## config.mk

```make
export PLATFORM = sky130hd
export DESIGN_NAME = segld_top
export DESIGN_NICKNAME = d
export VERILOG_FILES = /design/src/rtl/segld_pkg.sv /design/src/rtl/segld_rules.sv /design/src/rtl/segld_decode.sv /design/src/rtl/segld_walk.sv /design/src/rtl/segld_top.sv
export SDC_FILE = /design/constraint.sdc
export NUM_CORES = 1
export LEC_CHECK = 0
export BUFFER_PORTS_ARGS = -buffer_cell sky130_fd_sc_hd__buf_2
export CORE_MARGIN = 3
export CORE_UTILIZATION = 35
export DETAILED_ROUTE_END_ITERATION = 6
export PLACE_DENSITY = 0.65
export SETUP_SLACK_MARGIN = 0.3
export SKIP_LAST_GASP = 1
export SLEW_MARGIN = 20
export SYNTH_ARGS = -nofsm -noshare
export SYNTH_HDL_FRONTEND = slang
export SYNTH_HIERARCHICAL = 1
export SYNTH_SLANG_ARGS = --single-unit
```

## constraint.sdc

```tcl
create_clock -name clk -period 2.4 [get_ports clk]
set_input_delay 0.72 -clock clk [delete_from_list [all_inputs] [get_ports clk]]
set_output_delay 0.72 -clock clk [all_outputs]
set_load 0.1 [all_outputs]
```

## src/rtl/segld_pkg.sv

```systemverilog
package segld_pkg;
  typedef enum logic [1:0] {
    TGT_DATA  = 2'd0,
    TGT_CODE  = 2'd1,
    TGT_STACK = 2'd2,
    TGT_DATA2 = 2'd3
  } tgt_e;

  typedef enum logic [1:0] {
    FK_NONE   = 2'd0,
    FK_TASK   = 2'd1,
    FK_ABSENT = 2'd2
  } fkind_e;

  typedef enum logic [2:0] {
    ST_IDLE, ST_LOOK, ST_RD0, ST_RD1, ST_EVAL, ST_FIN
  } walk_st_e;

  localparam int unsigned WORD_W = 32;
  localparam int unsigned SEL_W  = 16;
endpackage

```

## src/rtl/segld_rules.sv

```systemverilog
module segld_rules
  import segld_pkg::*;
(
  input  logic [WORD_W-1:0] hi_word,
  input  logic [SEL_W-1:0]  sel,
  input  logic [1:0]        tgt,
  input  logic [1:0]        cpl,
  output logic              ts_fail,
  output logic              np_fail
);
  logic       s_bit, present, is_code, conf, rw_bit;
  logic [1:0] dpl, rpl;
  logic [3:0] dtype;
  logic       cs_bad, ss_bad, ds_bad;

  always_comb begin
    s_bit   = hi_word[12];
    present = hi_word[15];
    dpl     = hi_word[14:13];
    dtype   = hi_word[11:8];
    is_code = dtype[3];
    conf    = dtype[2];
    rw_bit  = dtype[1];
    rpl     = sel[1:0];

    cs_bad = !is_code || (dpl != rpl) || (conf && (dpl > rpl));
    ss_bad = is_code || !rw_bit || (dpl != cpl) || (dpl != rpl);
    ds_bad = (is_code && !rw_bit) ||
             ((dtype < 4'd12) && ((dpl < cpl) || (dpl < rpl)));

    ts_fail = !s_bit;
    unique case (tgt)
      TGT_CODE:  ts_fail = ts_fail || cs_bad;
      TGT_STACK: ts_fail = ts_fail || ss_bad;
      default:   ts_fail = ts_fail || ds_bad;
    endcase
    np_fail = !present;
  end
endmodule

```

## src/rtl/segld_decode.sv

```systemverilog
module segld_decode
  import segld_pkg::*;
#(
  parameter int unsigned ADDR_W = 32
) (
  input  logic [WORD_W-1:0] lo_word,
  input  logic [WORD_W-1:0] hi_word,
  output logic [ADDR_W-1:0] base,
  output logic [WORD_W-1:0] limit
);
  localparam int unsigned RAW_W = 20;
  logic [RAW_W-1:0] raw_lim;
  logic [31:0]      full_base;

  always_comb begin
    raw_lim   = {hi_word[19:16], lo_word[15:0]};
    full_base = {hi_word[31:24], hi_word[7:0], lo_word[31:16]};
    base      = ADDR_W'(full_base);
    if (hi_word[23]) limit = {raw_lim, 12'hFFF};
    else             limit = {{(WORD_W-RAW_W){1'b0}}, raw_lim};
  end
endmodule

```

## src/rtl/segld_walk.sv

```systemverilog
module segld_walk
  import segld_pkg::*;
#(
  parameter int unsigned ADDR_W = 32
) (
  input  logic              clk,
  input  logic              rst_n,
  input  logic              start,
  input  logic [SEL_W-1:0]  sel,
  input  logic [1:0]        tgt,
  input  logic [1:0]        cpl,
  input  logic [ADDR_W-1:0] gdt_base,
  input  logic [ADDR_W-1:0] gdt_lim,
  input  logic [ADDR_W-1:0] ldt_base,
  input  logic [ADDR_W-1:0] ldt_lim,
  output logic              mem_req,
  output logic [ADDR_W-1:0] mem_addr,
  input  logic              mem_ack,
  input  logic [WORD_W-1:0] mem_rdata,
  output logic [WORD_W-1:0] lo_q,
  output logic [WORD_W-1:0] hi_q,
  output logic [SEL_W-1:0]  sel_q,
  output logic [1:0]        tgt_q,
  output logic [1:0]        cpl_q,
  input  logic              ts_fail,
  input  logic              np_fail,
  input  logic [ADDR_W-1:0] dec_base,
  input  logic [WORD_W-1:0] dec_limit,
  output logic              busy,
  output logic              done,
  output logic              ok,
  output logic              fault,
  output logic [1:0]        fault_kind,
  output logic [SEL_W-1:0]  err_code,
  output logic [ADDR_W-1:0] seg_base,
  output logic [WORD_W-1:0] seg_limit,
  output logic [WORD_W-1:0] seg_flags
);
  walk_st_e          st, st_n;
  logic [ADDR_W-1:0] tbase_q, tlim_q, addr_q, idx, addr_n;
  logic [ADDR_W:0]   span;
  logic              is_null, oob, latch_in, lo_en, hi_en, addr_en;
  logic              res_en, n_ok, n_fault;
  logic [1:0]        n_kind;
  logic [ADDR_W-1:0] n_base;
  logic [WORD_W-1:0] n_limit, n_flags;

  always_comb begin
    idx      = ADDR_W'({sel_q[SEL_W-1:3], 3'b000});
    span     = {1'b0, idx} + (ADDR_W+1)'(7);
    oob      = span > {1'b0, tlim_q};
    is_null  = (sel_q[SEL_W-1:2] == '0);
    addr_n   = tbase_q + idx;
    mem_req  = (st == ST_RD0) || (st == ST_RD1);
    mem_addr = (st == ST_RD1) ? addr_q + ADDR_W'(4) : addr_q;
    busy     = (st != ST_IDLE);
    done     = (st == ST_FIN);
  end

  always_comb begin
    st_n     = st;
    latch_in = 1'b0;
    lo_en    = 1'b0;
    hi_en    = 1'b0;
    addr_en  = 1'b0;
    res_en   = 1'b0;
    n_ok     = 1'b0;
    n_fault  = 1'b0;
    n_kind   = FK_NONE;
    n_base   = '0;
    n_limit  = '0;
    n_flags  = '0;
    unique case (st)
      ST_IDLE: if (start) begin
        latch_in = 1'b1;
        st_n     = ST_LOOK;
      end
      ST_LOOK: begin
        if (is_null) begin
          res_en = 1'b1;
          st_n   = ST_FIN;
          if ((tgt_q == TGT_CODE) || (tgt_q == TGT_STACK)) begin
            n_fault = 1'b1;
            n_kind  = FK_TASK;
          end else begin
            n_ok = 1'b1;
          end
        end else if (oob) begin
          res_en  = 1'b1;
          n_fault = 1'b1;
          n_kind  = FK_TASK;
          st_n    = ST_FIN;
        end else begin
          addr_en = 1'b1;
          st_n    = ST_RD0;
        end
      end
      ST_RD0: if (mem_ack) begin
        lo_en = 1'b1;
        st_n  = ST_RD1;
      end
      ST_RD1: if (mem_ack) begin
        hi_en = 1'b1;
        st_n  = ST_EVAL;
      end
      ST_EVAL: begin
        res_en = 1'b1;
        st_n   = ST_FIN;
        if (ts_fail) begin
          n_fault = 1'b1;
          n_kind  = FK_TASK;
        end else if (np_fail) begin
          n_fault = 1'b1;
          n_kind  = FK_ABSENT;
        end else begin
          n_ok    = 1'b1;
          n_base  = dec_base;
          n_limit = dec_limit;
          n_flags = hi_q;
        end
      end
      default: st_n = ST_IDLE;
    endcase
  end

  always_ff @(posedge clk or negedge rst_n) begin
    if (!rst_n) begin
      st         <= ST_IDLE;
      sel_q      <= '0;
      tgt_q      <= '0;
      cpl_q      <= '0;
      tbase_q    <= '0;
      tlim_q     <= '0;
      addr_q     <= '0;
      lo_q       <= '0;
      hi_q       <= '0;
      ok         <= 1'b0;
      fault      <= 1'b0;
      fault_kind <= FK_NONE;
      err_code   <= '0;
      seg_base   <= '0;
      seg_limit  <= '0;
      seg_flags  <= '0;
    end else begin
      st <= st_n;
      if (latch_in) begin
        sel_q   <= sel;
        tgt_q   <= tgt;
        cpl_q   <= cpl;
        tbase_q <= sel[2] ? ldt_base : gdt_base;
        tlim_q  <= sel[2] ? ldt_lim : gdt_lim;
      end
      if (addr_en) addr_q <= addr_n;
      if (lo_en)   lo_q   <= mem_rdata;
      if (hi_en)   hi_q   <= mem_rdata;
      if (res_en) begin
        ok         <= n_ok;
        fault      <= n_fault;
        fault_kind <= n_kind;
        err_code   <= n_fault ? (sel_q & 16'hFFFC) : '0;
        seg_base   <= n_base;
        seg_limit  <= n_limit;
        seg_flags  <= n_flags;
      end
    end
  end
endmodule

```

## src/rtl/segld_top.sv

```systemverilog
module segld_top
  import segld_pkg::*;
#(
  parameter int unsigned ADDR_W = 32
) (
  input  logic              clk,
  input  logic              rst_n,
  input  logic              start,
  input  logic [15:0]       sel,
  input  logic [1:0]        tgt,
  input  logic [1:0]        cpl,
  input  logic [ADDR_W-1:0] gdt_base,
  input  logic [ADDR_W-1:0] gdt_lim,
  input  logic [ADDR_W-1:0] ldt_base,
  input  logic [ADDR_W-1:0] ldt_lim,
  output logic              mem_req,
  output logic [ADDR_W-1:0] mem_addr,
  input  logic              mem_ack,
  input  logic [31:0]       mem_rdata,
  output logic              busy,
  output logic              done,
  output logic              ok,
  output logic              fault,
  output logic [1:0]        fault_kind,
  output logic [15:0]       err_code,
  output logic [ADDR_W-1:0] seg_base,
  output logic [31:0]       seg_limit,
  output logic [31:0]       seg_flags
);
  logic [WORD_W-1:0] lo_q, hi_q, dec_limit;
  logic [ADDR_W-1:0] dec_base;
  logic [SEL_W-1:0]  sel_q;
  logic [1:0]        tgt_q, cpl_q;
  logic              ts_fail, np_fail;

  segld_walk #(.ADDR_W(ADDR_W)) u_walk (
    .clk(clk), .rst_n(rst_n), .start(start), .sel(sel), .tgt(tgt), .cpl(cpl),
    .gdt_base(gdt_base), .gdt_lim(gdt_lim), .ldt_base(ldt_base), .ldt_lim(ldt_lim),
    .mem_req(mem_req), .mem_addr(mem_addr), .mem_ack(mem_ack), .mem_rdata(mem_rdata),
    .lo_q(lo_q), .hi_q(hi_q), .sel_q(sel_q), .tgt_q(tgt_q), .cpl_q(cpl_q),
    .ts_fail(ts_fail), .np_fail(np_fail), .dec_base(dec_base), .dec_limit(dec_limit),
    .busy(busy), .done(done), .ok(ok), .fault(fault), .fault_kind(fault_kind),
    .err_code(err_code), .seg_base(seg_base), .seg_limit(seg_limit),
    .seg_flags(seg_flags)
  );

  segld_rules u_rules (
    .hi_word(hi_q), .sel(sel_q), .tgt(tgt_q), .cpl(cpl_q),
    .ts_fail(ts_fail), .np_fail(np_fail)
  );

  segld_decode #(.ADDR_W(ADDR_W)) u_decode (
    .lo_word(lo_q), .hi_word(hi_q), .base(dec_base), .limit(dec_limit)
  );
endmodule

```

Yosys cells after proc, flatten, opt, wreduce, memory -nomap -nowiden --
Cells that the tools add are included. Widths: inputs -> output; s select.
Storage, ports and cells: input port bits 184, register bits 299
Cells by class: magnitude comparators 5, mux-type cells 48, equality and inequality tests 12, add/subtract/negate cells 3, reduce and logical (&&, ||, !) cells 22
Operators by type and width (number):
- $mux 32 | 13
- $gt 33x32->1 | 1
- $add 32x16->32 | 1
- $add 32x3->32 const B | 1
- $mux 1 | 20
- $add 16x3->17 const B | 1
- $mux 16 | 1
- $mux 3 | 5
- $pmux 3 s5 | 1
- $logic_not 14->1 | 1
- $logic_or 1x1->1 | 12
- $pmux 1 s2 | 4
- $eq 3x2->1 const B | 2
- $eq 3x3->1 const B | 2
- $mux 2 | 3
- $ne 2x2->1 const B | 3
- $lt 2x2->1 | 2
- $lt 4x4->1 const B | 1
- $ne 2x2->1 | 2
- $pmux 2 s2 | 1
- $eq 3x1->1 const B | 1
- $logic_and 1x1->1 | 3
- $logic_not 1->1 | 3
- $logic_not 3->1 | 1
- other kinds (5) | 5

Logic depth before layout (Yosys ltp) --
depth after elaboration 9, mapped depth 10, gate-level depth less buffers 9

Modules after synthesis --
The synthesis kept the hierarchy.
By module, submodules not included:
- segld_walk | area an instance 13467.9 um^2, instances 1, sequential area each 7432.1 um^2, cells each 1129
- segld_decode | area an instance 526.8 um^2, instances 1, sequential area each 0.0 um^2, cells each 67
- segld_rules | area an instance 181.4 um^2, instances 1, sequential area each 0.0 um^2, cells each 25

Worst setup path after synthesis --
No wires, ideal clock.
path type register -> output, from reg u_walk.st[2], to out mem_addr[13], data required time 1.680 ns, stages on the path, launching flop included 9, arrival 3.080 ns, setup slack -1.400 ns, cell sequence dfrtp_1 -> and3b_1 -> buf_2 -> and4_1 -> clkbuf_1 -> nand3_1 -> nor2_1 -> nand3_1 -> xnor2_1
On the way: cells in the longest elaborated chain, start to end 2
Ends and longest elaborated chain:
- from (decl) | RTL line segld_walk.sv:39 | walk_st_e st, st_n;
- from (signal assigned) | RTL line segld_walk.sv:145 | st <= st_n;
- $eq 3x2->1 | RTL line segld_walk.sv:55 | mem_addr = (st == ST_RD1) ? addr_q + ADDR_W'(4) : addr_q;
- $mux 32 | RTL line segld_walk.sv:55
- to (decl) | RTL line segld_top.sv:17 | output logic [ADDR_W-1:0] mem_addr,
No other way between the ends.

Final worst setup path --
from reg u_walk.addr_q[11], to out mem_addr[15]
On the way: cells in the longest elaborated chain, start to end 2
Ends and longest elaborated chain:
- from (decl) | RTL line segld_walk.sv:40 | logic [ADDR_W-1:0] tbase_q, tlim_q, addr_q, idx, addr_n;
- from (signal assigned) | RTL line segld_walk.sv:153 | if (addr_en) addr_q <= addr_n;
- $add 32x3->32 | RTL line segld_walk.sv:55
- $mux 32 | RTL line segld_walk.sv:55
No other way between the ends.

==> results by group <==
Global route
  – Initial antenna violation count: 3
  – Global-route wire length before repair: roughly 68,000 um
  – Grt ovf: 0
  – Vias in the first global route: approximately 12,000
  – Largest net degree at the start of global routing: 62
  – GR Util All Layers: 0.197

Final layout
  – # diodes: 0
  – Layout cell share with drive strength beyond 1: 0.500
  – Design Area, Final: 21,300 um2
  – Most frequent cells in the layout: dfrtp_1, buf_2, buf_4
  – Nets: between 1,500 and 2,000
  – Synth-to-Final Area Change: 50.4%
  – Most common cell after layout, fill and taps aside: dfrtp_1

Critical path
  – Crit-path cells: and4_4 -> nand4_1 -> buf_4 -> buf_4 -> buf_6 -> buf_6 -> buf_6 -> nor2_4 -> buf_6 -> xor2_4 -> buf_12
  – Slowest-stage cell, CP: dfrtp_1
  – Crit Path Category: reg -> out
  – CP required: 1.68 ns
  – Buf+Inv Stages, Crit Path: 7
  – Worst Path Max Fanout: 3
  – CP top delay family: buffers and inverters
  – Worst setup SP type: flip-flop
  – Data arrival, critical path: around 2.4 ns
  – CP Capture Type: output pin
  – Worst R2R Setup Slack: -0.28 ns
  – Slowest cell delay on critical path: 0.36 ns
  – Reg-to-Reg Start: u_walk/tlim_q[13]
  – Reg2reg end: u_walk/seg_limit[5]
  – Worst r2r path cells: 11
  – Most repeated library cell on the critical path: buf_6

Logic synthesis
  – Primary FF master, synth: dfrtp_1
  – Post-synthesis area per instance: 11.6 um2
  – EDFF count, synth: 0
  – Synth warn: 6
  – Yosys cell types: 71
  – Seq/Total Area, Yosys: 0.524
  – Ys async rst share: 1.00
  – Post-synthesis register bit count: 297
  – Synthesized instance count: 1,221
  – Cell Area, Synth: 14,200 um2

Timing
  – Fin crit period: 3.16 ns
  – RSZ-0062 raised after global routing: true
  – WHS: roughly 0.15 ns
  – Layout Skew: 0.0200 ns
  – Final Max Slew Viols: 0
  – Fin crit share: 1.32
  – Count of final setup violators: 178
  – Fmax: 316 MHz
  – TNS Setup: -39.50 ns
  – Final Hold Viols: 0
  – Slew @ Worst Pin: 0.850 ns
  – Post-route setup slack: -0.765 ns
  – Slew margin rel.: 0.433

Place
  – Post-DP Area: between 15,000 and 20,000 um2
  – RD Place Congestion: about 0.83
  – Dpl hpwl: 29,900 um
  – IO buf count: 332

Detailed routing
  – Final WL: 44,100 um
  – WL per Instance: 19.6 um
  – Routed Antenna Nets: 0
  – DR iter-0 viols: 627
  – Vias: 11,400
  – # DRC: 0
  – Drt first pass iters: 5
  – Vias per std cell: 5.09

Clock tree
  – TritonCTS buffer count: 34
  – Clock Latency Late Sink: 0.54 ns
  – Max Root-Sink Buffers: 3
  – CTS H-tree lvls: 2
  – CTS sink count: around 300
  – Clock Root Buffer: clkbuf_16
  – Post-CTS Hold Buffers: 0
  – CTS clock-pin slew for the worst setup and hold paths: 0.06 ns
  – CTS tree: built

Floorplan
  – Row count: 73
  – Starting utilization of the core area: 0.355
  – Core Footprint: ~40,000 um2
  – Io pins: 335
  – Die Width: approximately 210 um
  – Die Area: 43,000 um2
  – Chip Height: 207 um

Outcome
  – Failing checks: setup timing
  – Status: finished, violations left

Job
  – MaxCap Viol Count: 0

Hold path
  – HP Class: in -> async
per-stage QoR:
stage                util  setup WS, ns  instances
floorplan               -        -0.741       1222
global placement    0.453        -0.314       2100
detailed placement  0.453        -0.355       2100
CTS                 0.516        -0.757       2214
global route        0.534        -0.924       2248
finish              0.534        -0.765       2248
worst max path at each step:
stage	slack (ns)	from	to	cells past startpoint
2_1_floorplan	-0.74	u_walk/addr_q[8]	mem_addr[25]	6
3_3_place_gp	-0.31	u_walk/addr_q[9]	mem_addr[20]	8
3_5_place_dp	-0.36	u_walk/addr_q[9]	mem_addr[22]	8
4_1_cts	-0.76	u_walk/addr_q[10]	mem_addr[25]	10
5_1_grt	-0.92	u_walk/addr_q[11]	mem_addr[29]	10
6_report	-0.76	u_walk/addr_q[11]	mem_addr[15]	11
kinds of logic (layout without fill, tap and decap cells):
kind of cell	Yosys count	count (layout)	synth area share
compound gates	294	295	0.147
mux	169	169	0.130
simple gates	240	242	0.0843
flops	297	297	0.524
buf+inv	137	635	0.0528
other cells	1	2	0.000265
fa+ha+maj	34	34	0.0305
xor+xnor	49	49	0.0303
sequential cells by signal (all words and copies together), names as in the netlist, 14 cells and up:
register and count:
u_walk/addr_q 32, u_walk/tbase_q 32, u_walk/tlim_q 32, u_walk/sel_q 16, u_walk/lo_q 32, u_walk/err_code 14
u_walk/hi_q 32, u_walk/seg_limit 32, u_walk/seg_base 32, u_walk/seg_flags 32
cell type report:
cell class | instances | area, um2
clock inverters | 8 | 71.3
fillers | 3291 | 18600
inverters | 33 | 128
well taps | 525 | 657
clock buffers | 49 | 1050
repair buffers | 545 | 4690
flip-flops and latches | 297 | 7440
multi-input cells | 791 | 7280
per-layer routing:
layer / share of wire / vias up / GRT usage / wire (um)
met3: 0.053 / 71 / 0.0407 / 2350
met2: 0.50 / 368 / 0.346 / 22200
met5: 0.00052 / - / 0 / 23
met1: 0.42 / 5641 / 0.247 / 18300
met4: 0.027 / 4 / 0.0562 / 1190
li1: - / 5363 / - / -
cells in the mapped netlist (all sizes together) (3+ instances only):
cell / number / share of area
dfrtp: 297 / 0.52
a22o: 110 / 0.068
mux2: 105 / 0.085
a21oi: 89 / 0.032
nor2: 82 / 0.022
buf: 65 / 0.033
mux2i: 64 / 0.045
o21ai: 51 / 0.018
nand2: 46 / 0.012
clkbuf: 39 / 0.011
xnor2: 35 / 0.022
ha: 33 / 0.029
inv: 33 / 0.0087
and2: 16 / 0.0072
nand4: 16 / 0.0071
nand3: 15 / 0.0053
or2: 14 / 0.0062
xor2: 14 / 0.0086
nor4: 11 / 0.0049
nor3: 10 / 0.0042
and3: 8 / 0.0035
a211oi: 5 / 0.0026
and4: 4 / 0.0025
nand2b: 4 / 0.0018
nor2b: 4 / 0.0018
o31ai: 4 / 0.0031
a21o: 3 / 0.0016
and3b: 3 / 0.0021
o21a: 3 / 0.0016
o311a: 3 / 0.0021
what timing repair did:
item / in CTS / in global routing
pin swaps: 150 / 51
setup buffers: 40 / 31
gates resized for setup: 166 / 100
setup endpoints to repair: 195 / 212
gates cloned: 17 / 3
Power is left out: the tool's default activity adds up to more than one toggle a clock period on the data nets, which glitch-free logic cannot reach.
